===== src/rtl/flq_pkg.sv =====
package flq_pkg;

  // Where the remaining-count register takes its next value from.
  typedef enum logic [1:0] {
    SRC_HOLD  = 2'd0,
    SRC_DEC   = 2'd1,
    SRC_LIMIT = 2'd2
  } load_src_e;

endpackage


===== src/rtl/flq_counter.sv =====
module flq_counter
  import flq_pkg::*;
#(
  parameter int CNT_W = 16
) (
  input  logic             clk,
  input  logic             rst_n,
  input  logic             byte_stb,
  input  logic             frame_end,
  input  logic             reload_cmd,
  input  logic [CNT_W-1:0] limit,
  output logic [CNT_W-1:0] frame_len,
  output logic [CNT_W-1:0] rem_o,
  output logic [CNT_W-1:0] lim_o
);

  // Step down by one and stop at zero.
  function automatic logic [CNT_W-1:0] sat_dec(input logic [CNT_W-1:0] v);
    return (v == '0) ? v : v - CNT_W'(1);
  endfunction

  // Bytes seen = loaded start value minus what remains.
  function automatic logic [CNT_W-1:0] len_of(input logic [CNT_W-1:0] start,
                                              input logic [CNT_W-1:0] left);
    return start - left;
  endfunction

  logic [CNT_W-1:0] rem_q, lim_q, rem_after;
  logic             need_load_q;
  load_src_e        src;

  always_comb begin
    if (need_load_q || reload_cmd || frame_end) src = SRC_LIMIT;
    else if (byte_stb)                          src = SRC_DEC;
    else                                        src = SRC_HOLD;
  end

  // The byte of the ending cycle belongs to the ending frame.
  assign rem_after = byte_stb ? sat_dec(rem_q) : rem_q;
  assign frame_len = len_of(lim_q, rem_after);

  always_ff @(posedge clk or negedge rst_n) begin
    if (!rst_n) begin
      rem_q       <= '0;
      lim_q       <= '0;
      need_load_q <= 1'b1;
    end else begin
      need_load_q <= 1'b0;
      unique case (src)
        SRC_LIMIT: begin
          rem_q <= limit;
          lim_q <= limit;
        end
        SRC_DEC:   rem_q <= sat_dec(rem_q);
        default:   rem_q <= rem_q;
      endcase
    end
  end

  assign rem_o = rem_q;
  assign lim_o = lim_q;

endmodule


===== src/rtl/flq_store.sv =====
module flq_store #(
  parameter int DEPTH = 4,
  parameter int CNT_W = 16
) (
  input  logic                        clk,
  input  logic                        rst_n,
  input  logic                        push,
  input  logic [CNT_W-1:0]            push_val,
  input  logic                        pop_req,
  input  logic                        clear,
  output logic [CNT_W-1:0]            head_val,
  output logic                        head_tag,
  output logic                        avail,
  output logic                        ovf_status,
  output logic [$clog2(DEPTH+1)-1:0]  occ_o
);

  localparam int PW = (DEPTH > 1) ? $clog2(DEPTH) : 1;
  localparam int OW = $clog2(DEPTH + 1);

  function automatic logic [PW-1:0] ptr_next(input logic [PW-1:0] p);
    return (int'(p) == DEPTH - 1) ? '0 : p + PW'(1);
  endfunction

  function automatic logic [PW-1:0] ptr_prev(input logic [PW-1:0] p);
    return (p == '0) ? PW'(DEPTH - 1) : p - PW'(1);
  endfunction

  logic [CNT_W-1:0] slot_val [DEPTH];
  logic [DEPTH-1:0] slot_tag;
  logic [PW-1:0]    wr_ptr, rd_ptr, wsel;
  logic [OW-1:0]    occ_q;
  logic [CNT_W-1:0] last_q;
  logic             sticky_q;
  logic             full, do_pop, ovr, app, wr_en;

  assign full   = (occ_q == OW'(DEPTH));
  assign do_pop = pop_req && (occ_q != '0);
  assign ovr    = push && full && !do_pop;   // overwrite newest slot
  assign app    = push && !ovr;              // ordinary append
  assign wsel   = ovr ? ptr_prev(wr_ptr) : wr_ptr;
  assign wr_en  = push && !clear;

  for (genvar i = 0; i < DEPTH; i++) begin : g_slot
    always_ff @(posedge clk or negedge rst_n) begin
      if (!rst_n) begin
        slot_val[i] <= '0;
        slot_tag[i] <= 1'b0;
      end else if (wr_en && (wsel == PW'(i))) begin
        slot_val[i] <= push_val;
        slot_tag[i] <= ovr;
      end
    end
  end

  always_ff @(posedge clk or negedge rst_n) begin
    if (!rst_n) begin
      wr_ptr   <= '0;
      rd_ptr   <= '0;
      occ_q    <= '0;
      last_q   <= '0;
      sticky_q <= 1'b0;
    end else if (clear) begin
      wr_ptr   <= '0;
      rd_ptr   <= '0;
      occ_q    <= '0;
      sticky_q <= 1'b0;
    end else begin
      if (do_pop) begin
        rd_ptr <= ptr_next(rd_ptr);
        last_q <= slot_val[rd_ptr];
      end
      if (app) wr_ptr <= ptr_next(wr_ptr);
      occ_q    <= occ_q + OW'(app) - OW'(do_pop);
      sticky_q <= sticky_q | head_tag;
    end
  end

  assign avail      = (occ_q != '0);
  assign head_tag   = avail && slot_tag[rd_ptr];
  assign head_val   = avail ? slot_val[rd_ptr] : last_q;
  assign ovf_status = sticky_q | head_tag;
  assign occ_o      = occ_q;

endmodule


===== src/rtl/rx_frame_len_queue.sv =====
module rx_frame_len_queue #(
  parameter int CNT_W = 16,
  parameter int DEPTH = 4
) (
  input  logic             clk,
  input  logic             rst_n,
  input  logic             byte_stb,
  input  logic             frame_end,
  input  logic [CNT_W-1:0] limit,
  input  logic             reload_cmd,
  input  logic             clear_cmd,
  input  logic             rd_stb,
  output logic [CNT_W-1:0] head_count,
  output logic             len_avail,
  output logic             ovf_status
);

  localparam int OW = $clog2(DEPTH + 1);

  // Internal events brought out by name for the checker.
  logic [CNT_W-1:0] frame_len;
  logic [CNT_W-1:0] c_rem, c_lim;
  logic [OW-1:0]    q_occ;
  logic             head_tag;

  flq_counter #(.CNT_W(CNT_W)) u_cnt (
    .clk        (clk),
    .rst_n      (rst_n),
    .byte_stb   (byte_stb),
    .frame_end  (frame_end),
    .reload_cmd (reload_cmd),
    .limit      (limit),
    .frame_len  (frame_len),
    .rem_o      (c_rem),
    .lim_o      (c_lim)
  );

  flq_store #(.DEPTH(DEPTH), .CNT_W(CNT_W)) u_store (
    .clk        (clk),
    .rst_n      (rst_n),
    .push       (frame_end),
    .push_val   (frame_len),
    .pop_req    (rd_stb),
    .clear      (clear_cmd),
    .head_val   (head_count),
    .head_tag   (head_tag),
    .avail      (len_avail),
    .ovf_status (ovf_status),
    .occ_o      (q_occ)
  );

endmodule


===== config.mk =====
export PLATFORM = sky130hd
export DESIGN_NAME = rx_frame_len_queue
export DESIGN_NICKNAME = d
export VERILOG_FILES = /design/src/rtl/flq_pkg.sv /design/src/rtl/flq_counter.sv /design/src/rtl/flq_store.sv /design/src/rtl/rx_frame_len_queue.sv
export SDC_FILE = /design/constraint.sdc
export NUM_CORES = 1
export LEC_CHECK = 0
export BUFFER_PORTS_ARGS = -buffer_cell sky130_fd_sc_hd__buf_2
export CAP_MARGIN = 10
export CORE_MARGIN = 2
export CORE_UTILIZATION = 25
export DETAILED_ROUTE_END_ITERATION = 8
export GPL_ROUTABILITY_DRIVEN = 0
export PLACE_DENSITY = 0.45
export SETUP_SLACK_MARGIN = 0.02
export SYNTH_ARGS = -nofsm -noshare
export SYNTH_HDL_FRONTEND = slang
export SYNTH_HIERARCHICAL = 1
export SYNTH_SLANG_ARGS = --single-unit

===== constraint.sdc =====
create_clock -name clk -period 8.4 [get_ports clk]
set_clock_uncertainty 0.2 [all_clocks]
set_input_delay 0.84 -clock clk [delete_from_list [all_inputs] [get_ports clk]]
set_output_delay 0.84 -clock clk [all_outputs]
set_load 0.005 [all_outputs]

### Word-level counts from Yosys, hierarchy flattened

Cells that the tools add are included.

| operators by class | value |
|---|---|
| equality and inequality tests | 8 |
| $lt $le $gt $ge | 2 |
| $add $sub $neg | 7 |
| bitwise logic cells | 3 |
| muxes and demuxes | 21 |
| reductions and logical operators | 23 |

Operators by type and width:

| cell | number |
|---|---|
| two-way mux 16 bit | 5 |
| binary-select mux 16 bit (select 2 bit) | 1 |
| one-hot mux 16 bit (2 select lines) | 1 |
| two-way mux 2 bit | 9 |
| zero test 16 bit | 1 |
| subtractor 16 x 1 -> 16 bit (second input constant) | 1 |
| subtractor 16 bit | 1 |
| logical AND 1 bit | 10 |
| == test 2 x 1 -> 1 bit (second input constant) | 4 |
| == test 2 bit (second input constant) | 3 |
| nonzero test 2 bit | 3 |
| adder 2 x 1 -> 2 bit (second input constant) | 2 |
| zero test 2 bit | 2 |
| adder 3 x 1 -> 3 bit | 1 |
| == test 3 bit (second input constant) | 1 |
| greater-or-equal comparator 3 bit (second input constant) | 1 |
| zero test 1 bit | 3 |
| less-than comparator 2 x 3 -> 1 bit (second input constant) | 1 |
| two-way mux 1 bit | 3 |
| two-way mux 3 bit | 1 |
| inverter 2 -> 3 bit | 1 |
| nonzero test 3 bit | 1 |
| subtractor 3 x 1 -> 3 bit | 1 |
| binary-select mux 1 bit (select 2 bit) | 1 |
| other kinds (5) | 6 |

| storage, ports and cells | value |
|---|---|
| output and inout bits | 18 |
| input bits | 23 |
| register bits | 125 |
| word-level logic and storage cells | 80 |

### Logic depth before layout (Yosys ltp)

Gate-level depths: netlist of the first run.

| logic depth | value |
|---|---|
| word-level depth | 9 |
| gate-level depth with buffers | 17 |
| depth with buffers taken out | 17 |

### Cells and area by module

The synthesis of the first run kept the hierarchy.

Modules (own cells, without submodules):

| module | cells an instance | seq. area each (um^2) | times used | area each (um^2) |
|---|---|---|---|---|
| flq_store | 280 | 2302.2 | 1 | 4282.9 |
| flq_counter | 257 | 827.0 | 1 | 2193.4 |

### Least setup slack after synthesis of the first run

No wires, ideal clock.

| path | value |
|---|---|
| path kind | register to register |
| from | register u_cnt.rem_q[11], in the netlist u_cnt/rem_o[11] |
| to | register u_store/slot_val[14] (netlist name) |
| stages on the path, launching flop included | 17 |
| buffers on the path | 0 |
| setup time | 0.128 ns |
| period minus slack after synthesis | 4.115 ns |
| path slack | 4.285 ns |
| data required time | 8.072 ns |
| arrival time | 3.787 ns |
| path through | dfrtp_1 or4_4 nor2_4 nand2_2 o41ai_4 xnor2_1 ha_1 inv_1 fa_1 a21oi_1 nor2b_1 a311o_1 a22oi_1 o21ai_0 a21oi_1 xnor2_1 mux2_1 |

| on the way | value |
|---|---|
| longest elaborated chain between the ends | 4 |
| elaborated cells on any way between the ends | 5 |
| classes of those cells | add/sub (2); mux (2); reduce/logical (1) |

RTL lines:

| what | RTL line | RTL |
|---|---|---|
| start: declaration | flq_counter.sv:28 | `logic [CNT_W-1:0] rem_q, lim_q, rem_after;` |
| start signal: assignment | flq_counter.sv:51 | `rem_q <= limit;` |
| start signal: assignment | flq_counter.sv:54 | `SRC_DEC: rem_q <= sat_dec(rem_q);` |
| start signal: assignment | flq_counter.sv:55 | `default: rem_q <= rem_q;` |
| subtractor 16 x 1 -> 16 bit or zero test 16 bit (tied branches) | flq_counter.sv:19 | `return (v == '0) ? v : v - CNT_W'(1);` |
| two-way mux 16 bit | flq_counter.sv:19 |  |
| two-way mux 16 bit * | flq_counter.sv:39 | `assign rem_after = byte_stb ? sat_dec(rem_q) : rem_q;` |
| subtractor 16 bit * | flq_counter.sv:25 | `return start - left;` |
| named net frame_len[14] | rx_frame_len_queue.sv:21 | `logic [CNT_W-1:0] frame_len;` |
| end signal: indexed assignment | flq_store.sv:50 | `slot_val[i] <= push_val;` |
| end: declaration | flq_store.sv:29 | `logic [CNT_W-1:0] slot_val [DEPTH];` |

Mark *: on every way through the listed nets, which the timed path passes. The rest lies on a longest branch.
A chain may end at the register's enable or synchronous reset.

### Final worst setup path of the first run

| path | value |
|---|---|
| from | register u_cnt.rem_q[3], in the netlist u_cnt/rem_o[3] |
| to | register u_store/slot_val[14] (netlist name) |

Same word-level chain as after synthesis.

==> results of run 1 <==
==> synth_stat cells (4+ instances only) <==
library cell,count,area share (%)
xor2_1,7,0.95
o21ai_1,7,0.54
nor3_1,9,0.70
nor2b_1,7,0.68
buf_2,4,0.31
or3_1,7,0.68
a21oi_1,20,1.5
nor2_1,24,1.4
nor4_1,5,0.48
nand2b_1,6,0.58
a21o_1,4,0.46
nand4_1,5,0.48
nand3_1,9,0.70
dfrtp_1,124,48
mux2_4,10,2.3
mux4_2,17,5.9
nand2_1,68,3.9
clkbuf_1,11,0.64
o21ai_0,17,1.3
mux2_2,76,13
inv_1,14,0.81
ha_1,21,4.1
xnor2_1,15,2.0
mux2_1,10,1.7
==> worst max-delay path: cells and delay by family (launching register included) <==
kind,cells,cell delay (ps)
AOI/OAI and AO/OA,6,1570
and+or+nand+nor,4,970
adders and majority gates,2,600
DFF,1,410
xor gates and xnor gates,2,360
muxes,1,300
buffers and inverters,1,50
==> report_power, final <==
part | internal, mW | switching (mW) | total, mW
clock network | 0.386 | 0.309 | 0.695
logic | 0.439 | 0.341 | 0.779
registers | 0.811 | 0.117 | 0.928
==> cells by family (layout without fill, tap and decap cells) <==
family,Yosys count,after routing,share of synthesized area [%]
compound gates,61,61,5.89
xor+xnor,24,24,3.48
fa+ha+maj,23,23,4.68
buf+inv,33,90,2.41
flops,125,125,48.3
mux,114,114,23.3
other cells,1,2,0.0579
simple gates,156,156,11.8
==> stage by stage <==
step | power (mW) | utilization, %
detailed placement | 1.73 | 27.7
global route | 2.56 | 29.9
global placement | 1.69 | 27.7
floorplan | 1.47 | -
CTS | 2.45 | 29.9
finish | 2.40 | 29.9
==> metal layers <==
metal,up-vias,track usage (%)
li1,2012,-
met1,2176,16.1
met2,77,18.7
met3,18,2.61
met4,0,4.86
met5,-,0
==> layout make-up <==
cell class / instances / area (um2)
fillers: 2556 / 17700
multi-input cells: 379 / 3190
flip-flops and latches: 125 / 3130
clock buffers: 17 / 425
well taps: 330 / 413
repair buffers: 44 / 233
clock inverters: 15 / 131
inverters: 14 / 52.6
diodes: 1 / 2.50
==> cell usage in the layout (no fill, tap or decap), drive strengths merged, types with 2 or more instances in the layout <==
cell type | Yosys | routed
nor3 | 9 | 9
clkinvlp | 0 | 6
nand2b | 6 | 6
a21o | 4 | 4
xnor2 | 17 | 17
or4b | 2 | 2
nand2 | 69 | 69
ha | 21 | 21
nor2b | 7 | 7
nor4b | 2 | 2
xor2 | 7 | 7
nor2 | 25 | 25
nor4 | 6 | 6
fa | 2 | 2
inv | 14 | 20
o21ai | 25 | 25
clkbuf | 11 | 17
clkinv | 0 | 3
nand3 | 9 | 9
mux2 | 96 | 96
a21oi | 20 | 20
mux4 | 17 | 17
nand4 | 5 | 5
and2 | 2 | 2
or3 | 9 | 9
buf | 8 | 44
a211oi | 2 | 2
dfrtp | 124 | 124
==> sequential cells by signal, indices dropped and copies added (netlist names) <==
signal and count:
u_cnt/lim_o 16, u_cnt/need_load_q 1, u_cnt/rem_o 16, u_store/last_q 16
u_store/occ_o 3, u_store/rd_ptr 2, u_store/slot_tag 4, u_store/slot_val 64
u_store/sticky_q 1, u_store/wr_ptr 2
==> how the worst min path moves through the flow <==
stage | cells past startpoint | slack (ps) | to | start
floorplan | 2 | 240 | u_store/slot_tag[0]$_DFFE_PN0P_ | u_store/slot_tag[0]$_DFFE_PN0P_
global placement | 2 | 270 | u_cnt/lim_o[4]$_DFFE_PN0N_ | u_cnt/lim_o[4]$_DFFE_PN0N_
detailed placement | 2 | 270 | u_store/slot_tag[0]$_DFFE_PN0P_ | u_store/slot_tag[0]$_DFFE_PN0P_
CTS | 2 | 280 | u_store/slot_tag[0]$_DFFE_PN0P_ | u_store/slot_tag[0]$_DFFE_PN0P_
global route | 1 | 310 | u_store/slot_val[6]$_DFFE_PN0P_ | u_store/slot_val[6]$_DFFE_PN0P_
finish | 2 | 270 | u_store/slot_tag[0]$_DFFE_PN0P_ | u_store/slot_tag[0]$_DFFE_PN0P_
==> flow_summary.toml, run 1 <==
[critical_path]
startpoint = "u_cnt/rem_o[3]$_DFFE_PN0P_"
crit-reg2reg-launch = "u_cnt/rem_o[3]$_DFFE_PN0P_"
required_ps = 8500
cp_slowest_stage_delay_ps = 440
reg2reg_depth = 16
cp_cell_sequence = "nor2_1 > nand2_1 > or3_1 > o41ai_4 > xnor2_1 > ha_1 > inv_1 > fa_1 > a21oi_1 > nor2b_1 > a311o_1 > a22oi_1 > o21ai_0 > a21oi_1 > xnor2_1 > mux2_1"
crit_slowest_cell = "o41ai_4"
path_max_fanout = 8
endpoint_kind = "flip-flop"
r2r_slack_ps = 3820
cp-start-kind = "flip-flop"
r2r_end = "u_store/slot_val[14]$_DFFE_PN0P_"
crit_type = "reg -> reg"
crit_path_end = "u_store/slot_val[14]$_DFFE_PN0P_"
critPathArrivalTime_ps = 4680

[clock_tree]
post-cts-setup-buffers = 0
clk_pin_slew_ps = 60
post_cts_resized = 0
cts-root-buf = "clkbuf_16"
insertion_delay_ps = 420
cts.sinks = 125
htreeDepth = 4
postCtsHoldBufs = 0
cts.path.max_buffers = 2
cts_tree = "done"
cts_buffers = 17

[floorplan]
core_mm2 = 0.0253
dieArea_mm2 = 0.0272
die_h_um = 165
rows = 58
die_x_um = 165
io_pins = 41
initial_core_util_pct = 25.6

[route]
wl_per_cell_um = 16.2
num_vias = 4283
postRouteWirelength_mm = 15.0
wl_met1_mm = 7.37
drt_pass1_iterations = 5
dr.first_iter.drc_count = 159
antenna_left = 0
viasPerCell = 4.63
highest_layer = "met4"
dr_wl_met3_um = 555
met2_length_mm = 6.83
drc = 0

[synth]
avgSynthCellArea_um2 = 12.1
synth_cell_types = 59
synth-async-reset-ratio_pct = 100
yosysWarnings = 6
synth_nets = 583
synth_seq_cells = 125
synth_edf_count = 0
syn_inst = 537
synth_area_mm2 = 0.00648
yosysSeqAreaShare_pct = 48.3
ys.flop_type = "dfrtp_1"

[timing]
fin_tns_setup_ps = 0
timing.final.ws_setup_ps = 3820
maxSlewHeadroom_pct = 29.4
fmax_mhz = 218
setup_violations = 0
finalHoldViolCount = 0
worst_slew_pin_slew_ps = 1060
slew_violations = 0
fin_crit_ps = 4580
rsz0062_at_grt = "no"
timing.hold.ws_ps = 272
post-route-period-util_pct = 54.5

[global_routing]
grt_usage_pct = 12.0
grt_antenna_before_repair = 0
grt_max_degree = 64
grt_pass1_wl_mm = 24.9
overflow = 0
grt_pass1_vias = 4624

[finish]
finalInstanceArea_mm2 = 0.00758
nets = 627
stdcell_count = 925
layout-drive-gt1-share_pct = 32.7
syn_to_final_growth_pct = 17.0

[power_and_ir_drop]
ir_worst_vdd_uv = 127
powerDensity_mw_per_mm2 = 317
p_leak_nw = 3.25

[placed_design]
placedInstanceArea_mm2 = 0.00702
pre_cts_ws_ps = 3820
dp.cells = 892
detailed_place_hpwl_mm = 10.5
io_buffers = 40

[worst_hold_path]
hold_class = "reg -> reg"

[job]
maxCapViolCount = 0

[outcome]
status = "complete, no violations"
(Power assumes the default switching activity.)
==> run 2, diff against run 1 <==
- ABC_AREA: default -> 1
- PLACE_DENSITY: 0.45 -> 0.46
- clock period: 8.4 -> 4 ns (I/O delays scaled with it)
==> flow_summary.toml, run 2 <==
[global_routing]
use_met2_pct = 22.4
grt_antenna_before_repair = 0
use_met1_pct = 20.8
grtUsageMet3_pct = 2.64
grt-busiest-layer = "met2"
overflow = 0
grt_max_degree = 93
grt_usage_pct = 14.5
grt_pass1_wl_mm = 35.1
grt_pass1_vias = 6500

[critical_path]
critPathArrivalTime_ps = 3710
cp-start-kind = "flip-flop"
path_max_fanout = 8
crit_type = "reg -> reg"
endpoint_kind = "flip-flop"
required_ps = 4110

[timing]
fin_tns_setup_ps = 0
fin_crit_ps = 3600
fmax_mhz = 278
setup_violations = 0
post-route-period-util_pct = 90.0
finalHoldViolCount = 0
worst_slew_pin_slew_ps = 788
slew_violations = 0
rsz0062_at_grt = "no"
maxSlewHeadroom_pct = 47.5

[route]
antenna_left = 0
viasPerCell = 4.76
drt_pass1_iterations = 4
num_vias = 6572
wl_per_cell_um = 15.2
dr.first_iter.drc_count = 418
drc = 0
postRouteWirelength_mm = 21.0

[finish]
nets = 1030
largest_reg_flops = 64
top_register = "u_store/slot_val"
finalInstanceArea_mm2 = 0.00856
final_common_cell = "nand2_1"
syn_to_final_growth_pct = 16.6
n_antenna_cell = 0
final_core_util_pct = 29.7
final_cell_mix = "304 x nand2_1, 124 x dfrtp_1, 89 x o21ai_0"
layout-drive-gt1-share_pct = 11.9

[clock_tree]
insertion_delay_ps = 430
cts-root-buf = "clkbuf_16"
cts_buffers = 17
cts_tree = "done"
cts.sinks = 125
clk_pin_slew_ps = 60
htreeDepth = 4
cts.path.max_buffers = 2

[synth]
synth_area_mm2 = 0.00734
syn_inst = 959
synth_nets = 1005
yosysWarnings = 6
avgSynthCellArea_um2 = 7.65

[power_and_ir_drop]
ir_worst_vdd_uv = 305
p_int_mw = 3.42
clkPwrFrac_pct = 30.5
switchingPower_mw = 2.19
finalPower_mw = 5.62
p_leak_nw = 4.20
power_frac_comb_pct = 35.5
powerDensity_mw_per_mm2 = 656
swShare_pct = 39.0
seqPwrFrac_pct = 34.1

[floorplan]
io_pins = 41
rows = 62
dieArea_mm2 = 0.0307
core_mm2 = 0.0288
die_x_um = 175
initial_core_util_pct = 25.5
die_h_um = 175

[placed_design]
placedInstanceArea_mm2 = 0.00784
detailed_place_hpwl_mm = 13.8
io_buffers = 40

[worst_hold_path]
hold_class = "in -> reg"

[outcome]
status = "complete, no violations"

[job]
maxCapViolCount = 0
[run 2: cell count changes in the layout (fill, tap and decap cells not counted), moves of 16 or more]
cell | previous run | this run
mux4_2 | 17 | 0
nand3_1 | 9 | 33
mux2_2 | 76 | 0
nor2_1 | 23 | 76
inv_1 | 14 | 69
o22ai_1 | 1 | 17
nand2_1 | 68 | 304
nand4_1 | 5 | 71
o21ai_0 | 17 | 89
[run 2: metrics by stage]
stage	worst slack, ps	hold WS, ps	cells
2_1_floorplan	714	-95.6	959
3_3_place_gp	277	193	1344
3_5_place_dp	231	197	1344
4_1_cts	233	8.07	1381
5_1_grt	87.2	28.1	1381
6_report	401	11.7	1381
[run 2: cell type report]
cell class | count | area, um2
sequential | 125 | 3130
multi-input combinational | 711 | 3700
fill | 3139 | 20200
timing repair buffer | 51 | 310
clock buffer | 18 | 439
inverter | 78 | 293
tap | 384 | 480
clock inverter | 14 | 206
[run 2: critical path, cell delays in order, from the launching register on]
cell	delay [ps]
dfrtp_1	400
inv_2	100
ha_1	200
nand3_2	140
nor2_4	200
nand3_4	140
xor2_1	180
o21ai_2	140
ha_1	190
inv_1	90
fa_1	400
nand3_1	110
nand2_1	140
a21boi_2	200
o21ai_0	150
nand2_1	120
nand2_1	50
nand2_1	60
nand2_1	100
nand4_1	110
nand2_1	70
[run 2: final timing paths]
check	start	end	slack [ps]	depth (start not counted)
setup / recovery	u_cnt/rem_o[0]$_DFFE_PN0P_	u_store/slot_val[58]$_DFFE_PN0P_	400	20
hold / removal	limit[10]	u_cnt/lim_o[10]$_DFFE_PN0N_	10	3
setup reg to reg	u_cnt/rem_o[0]$_DFFE_PN0P_	u_store/slot_val[58]$_DFFE_PN0P_	400	20
hold reg to reg	u_store/slot_val[42]$_DFFE_PN0P_	u_store/slot_val[42]$_DFFE_PN0P_	260	2
max in group asynchronous	rst_n	u_cnt/lim_o[15]$_DFFE_PN0N_	2440	3
min in group asynchronous	rst_n	u_store/occ_o[1]$_DFF_PN0_	260	2
[run 2: power by group through the flow]
stage / registers (mW) / logic (mW) / clock network, mW
6_report: 1.91 / 1.99 / 1.71
5_1_grt: 1.97 / 2.32 / 1.82
4_1_cts: 1.92 / 2.01 / 1.76
3_5_place_dp: 1.94 / 2.00 / 0
3_3_place_gp: 1.93 / 1.98 / 0
2_1_floorplan: 1.86 / 1.41 / 0
[run 2: layer usage]
metal / part of all wire [%] / vias up
li1: - / 3239
met1: 51 / 3175
met2: 44 / 140
met3: 3.9 / 18
met4: 1.0 / 0
met5: 0 / -
[run 2: repair_timing]
| item | 4_1_cts | 5_1_grt |
|---|---|---|
| gates resized for setup | 0 | 5 |
| hold buffers | 5 | 0 |
| setup endpoints to repair | 0 | 17 |
| setup buffers | 0 | 0 |
| endpoints found under the hold margin | 37 | 0 |
==> run 3, diff against run 2 <==
- BUFFER_PORTS_ARGS: -buffer_cell sky130_fd_sc_hd__buf_2 -> -buffer_cell sky130_fd_sc_hd__buf_4
- CTS_BUF_LIST: default -> sky130_fd_sc_hd__clkbuf_16
==> flow_summary.toml, run 3 (synthesis results as in run 2) <==
[placed_design]
detailed_place_hpwl_mm = 13.7
io_buffers = 40
placedInstanceArea_mm2 = 0.00797

[timing]
post-route-period-util_pct = 90.8
fin_crit_ps = 3630
slew_violations = 0
finalHoldViolCount = 0
maxSlewHeadroom_pct = 44.7
rsz0062_at_grt = "no"
fmax_mhz = 275
fin_tns_setup_ps = 0
worst_slew_pin_slew_ps = 830
setup_violations = 0

[power_and_ir_drop]
p_leak_nw = 4.22
powerDensity_mw_per_mm2 = 655
ir_worst_vdd_uv = 287

[critical_path]
crit_slowest_cell = "fa_1"
cp.depth = 17
path_max_fanout = 8
cp-start-kind = "flip-flop"
r2r_end = "u_store/slot_val[8]$_DFFE_PN0P_"
cp_slowest_stage_delay_ps = 420
crit-reg2reg-launch = "u_cnt/rem_o[0]$_DFFE_PN0P_"
cpLargestDelayFamily = "simple AND/OR/NAND/NOR gates"
required_ps = 4150
endpoint_kind = "flip-flop"
crit_type = "reg -> reg"
critPathArrivalTime_ps = 3780
startpoint = "u_cnt/rem_o[0]$_DFFE_PN0P_"
cp_cell_sequence = "inv_1 > ha_1 > nand3_2 > nor2_4 > nand3_4 > xor2_1 > o21ai_2 > ha_1 > inv_1 > fa_1 > nand3_1 > nand2_1 > a21boi_2 > o21ai_0 > xor2_1 > nand4_1 > nand2_1"
reg2reg_depth = 17
cp_num_buf_inv = 2
r2r_slack_ps = 370

[worst_hold_path]
min_to = "u_store/sticky_q$_DFF_PN0_"
hold_start = "clear_cmd"
hold_class = "in -> reg"
min_path_cells = 2

[route]
num_vias = 6537
wl_per_cell_um = 15.3
drc = 0
postRouteWirelength_mm = 21.2
antenna_left = 0
viasPerCell = 4.72
drt_pass1_iterations = 7
dr.first_iter.drc_count = 434

[clock_tree]
cts-root-buf = "clkbuf_16"
clk_pin_slew_ps = 70
insertion_delay_ps = 430
post-cts-setup-buffers = 0
cts.sinks = 125
htreeDepth = 4
cts_buffers = 17
cts_tree = "done"
cts.path.max_buffers = 2

[floorplan]
core_mm2 = 0.0288
die_h_um = 175
die_x_um = 175
rows = 62
dieArea_mm2 = 0.0307
io_pins = 41
initial_core_util_pct = 25.5

[outcome]
status = "complete, no violations"

[job]
maxCapViolCount = 0

[finish]
nets = 1034
n_antenna_cell = 0
final_common_cell = "nand2_1"
final_cell_mix = "304 x nand2_1, 124 x dfrtp_1, 89 x o21ai_0"
largest_reg_flops = 64
syn_to_final_growth_pct = 17.9
layout-drive-gt1-share_pct = 12.1
top_register = "u_store/slot_val"
finalInstanceArea_mm2 = 0.00865

[global_routing]
grt_antenna_before_repair = 0
grt_max_degree = 53
grt_pass1_wl_mm = 35.3
overflow = 0
grt_pass1_vias = 6340
grt_usage_pct = 14.5
==> run 3: cell types whose count changed in the layout (fill, tap and decap cells not counted), sizes merged <==
cell      delta
buf          +4
bufinv       -1
clkbuf       -1
clkinv       +1
clkinvlp     +2
inv          -1
==> run 3: metrics by stage <==
stage | hold slack, ps | power (mW) | util, % | setup slack [ps] | cells
6_report | 25.4 | 5.67 | 30.1 | 370 | 1385
5_1_grt | 23.0 | 6.13 | 30.1 | 20.7 | 1385
4_1_cts | 7.95 | 5.73 | 30.0 | 199 | 1385
3_5_place_dp | 253 | 4.06 | 27.7 | 216 | 1348
3_3_place_gp | 248 | 4.04 | 27.7 | 326 | 1348
2_1_floorplan | -95.6 | 3.27 | - | 714 | 959
==> run 3: final cells by class <==
class | count | area, um2
fillers | 3163 | 20100
multi-input cells | 711 | 3700
flip-flops and latches | 125 | 3130
well taps | 384 | 480
repair buffers | 55 | 438
clock buffers | 17 | 425
inverters | 78 | 293
clock inverters | 15 | 190
==> run 3: how the worst max path moves through the flow <==
stage                                        to  slack, ps
2_1_floorplan  u_store/slot_val[58]$_DFFE_PN0P_        710
3_3_place_gp   u_store/slot_val[10]$_DFFE_PN0P_        330
3_5_place_dp   u_store/slot_val[30]$_DFFE_PN0P_        220
4_1_cts        u_store/slot_val[30]$_DFFE_PN0P_        200
5_1_grt        u_store/slot_val[31]$_DFFE_PN0P_         20
6_report        u_store/slot_val[8]$_DFFE_PN0P_        370
==> run 3: routing by layer <==
metal,vias to the layer above,share of wire [%],global-route usage (%)
met5,-,0,0
met4,0,0.76,3.44
met3,10,4.1,2.92
met2,127,44,22.1
met1,3153,51,20.9
li1,3247,-,-
==> run 3: power by group <==
part,switching (mW),internal [mW],leakage (nW)
clock network,0.648,0.992,0.297
logic,1.36,0.777,2.36
registers,0.216,1.68,1.57
==> run 3: timing repair <==
item	in CTS	in global routing
endpoints found under the hold margin	54	0
setup endpoints to repair	0	14
hold buffers	5	0
gates resized for setup	0	4
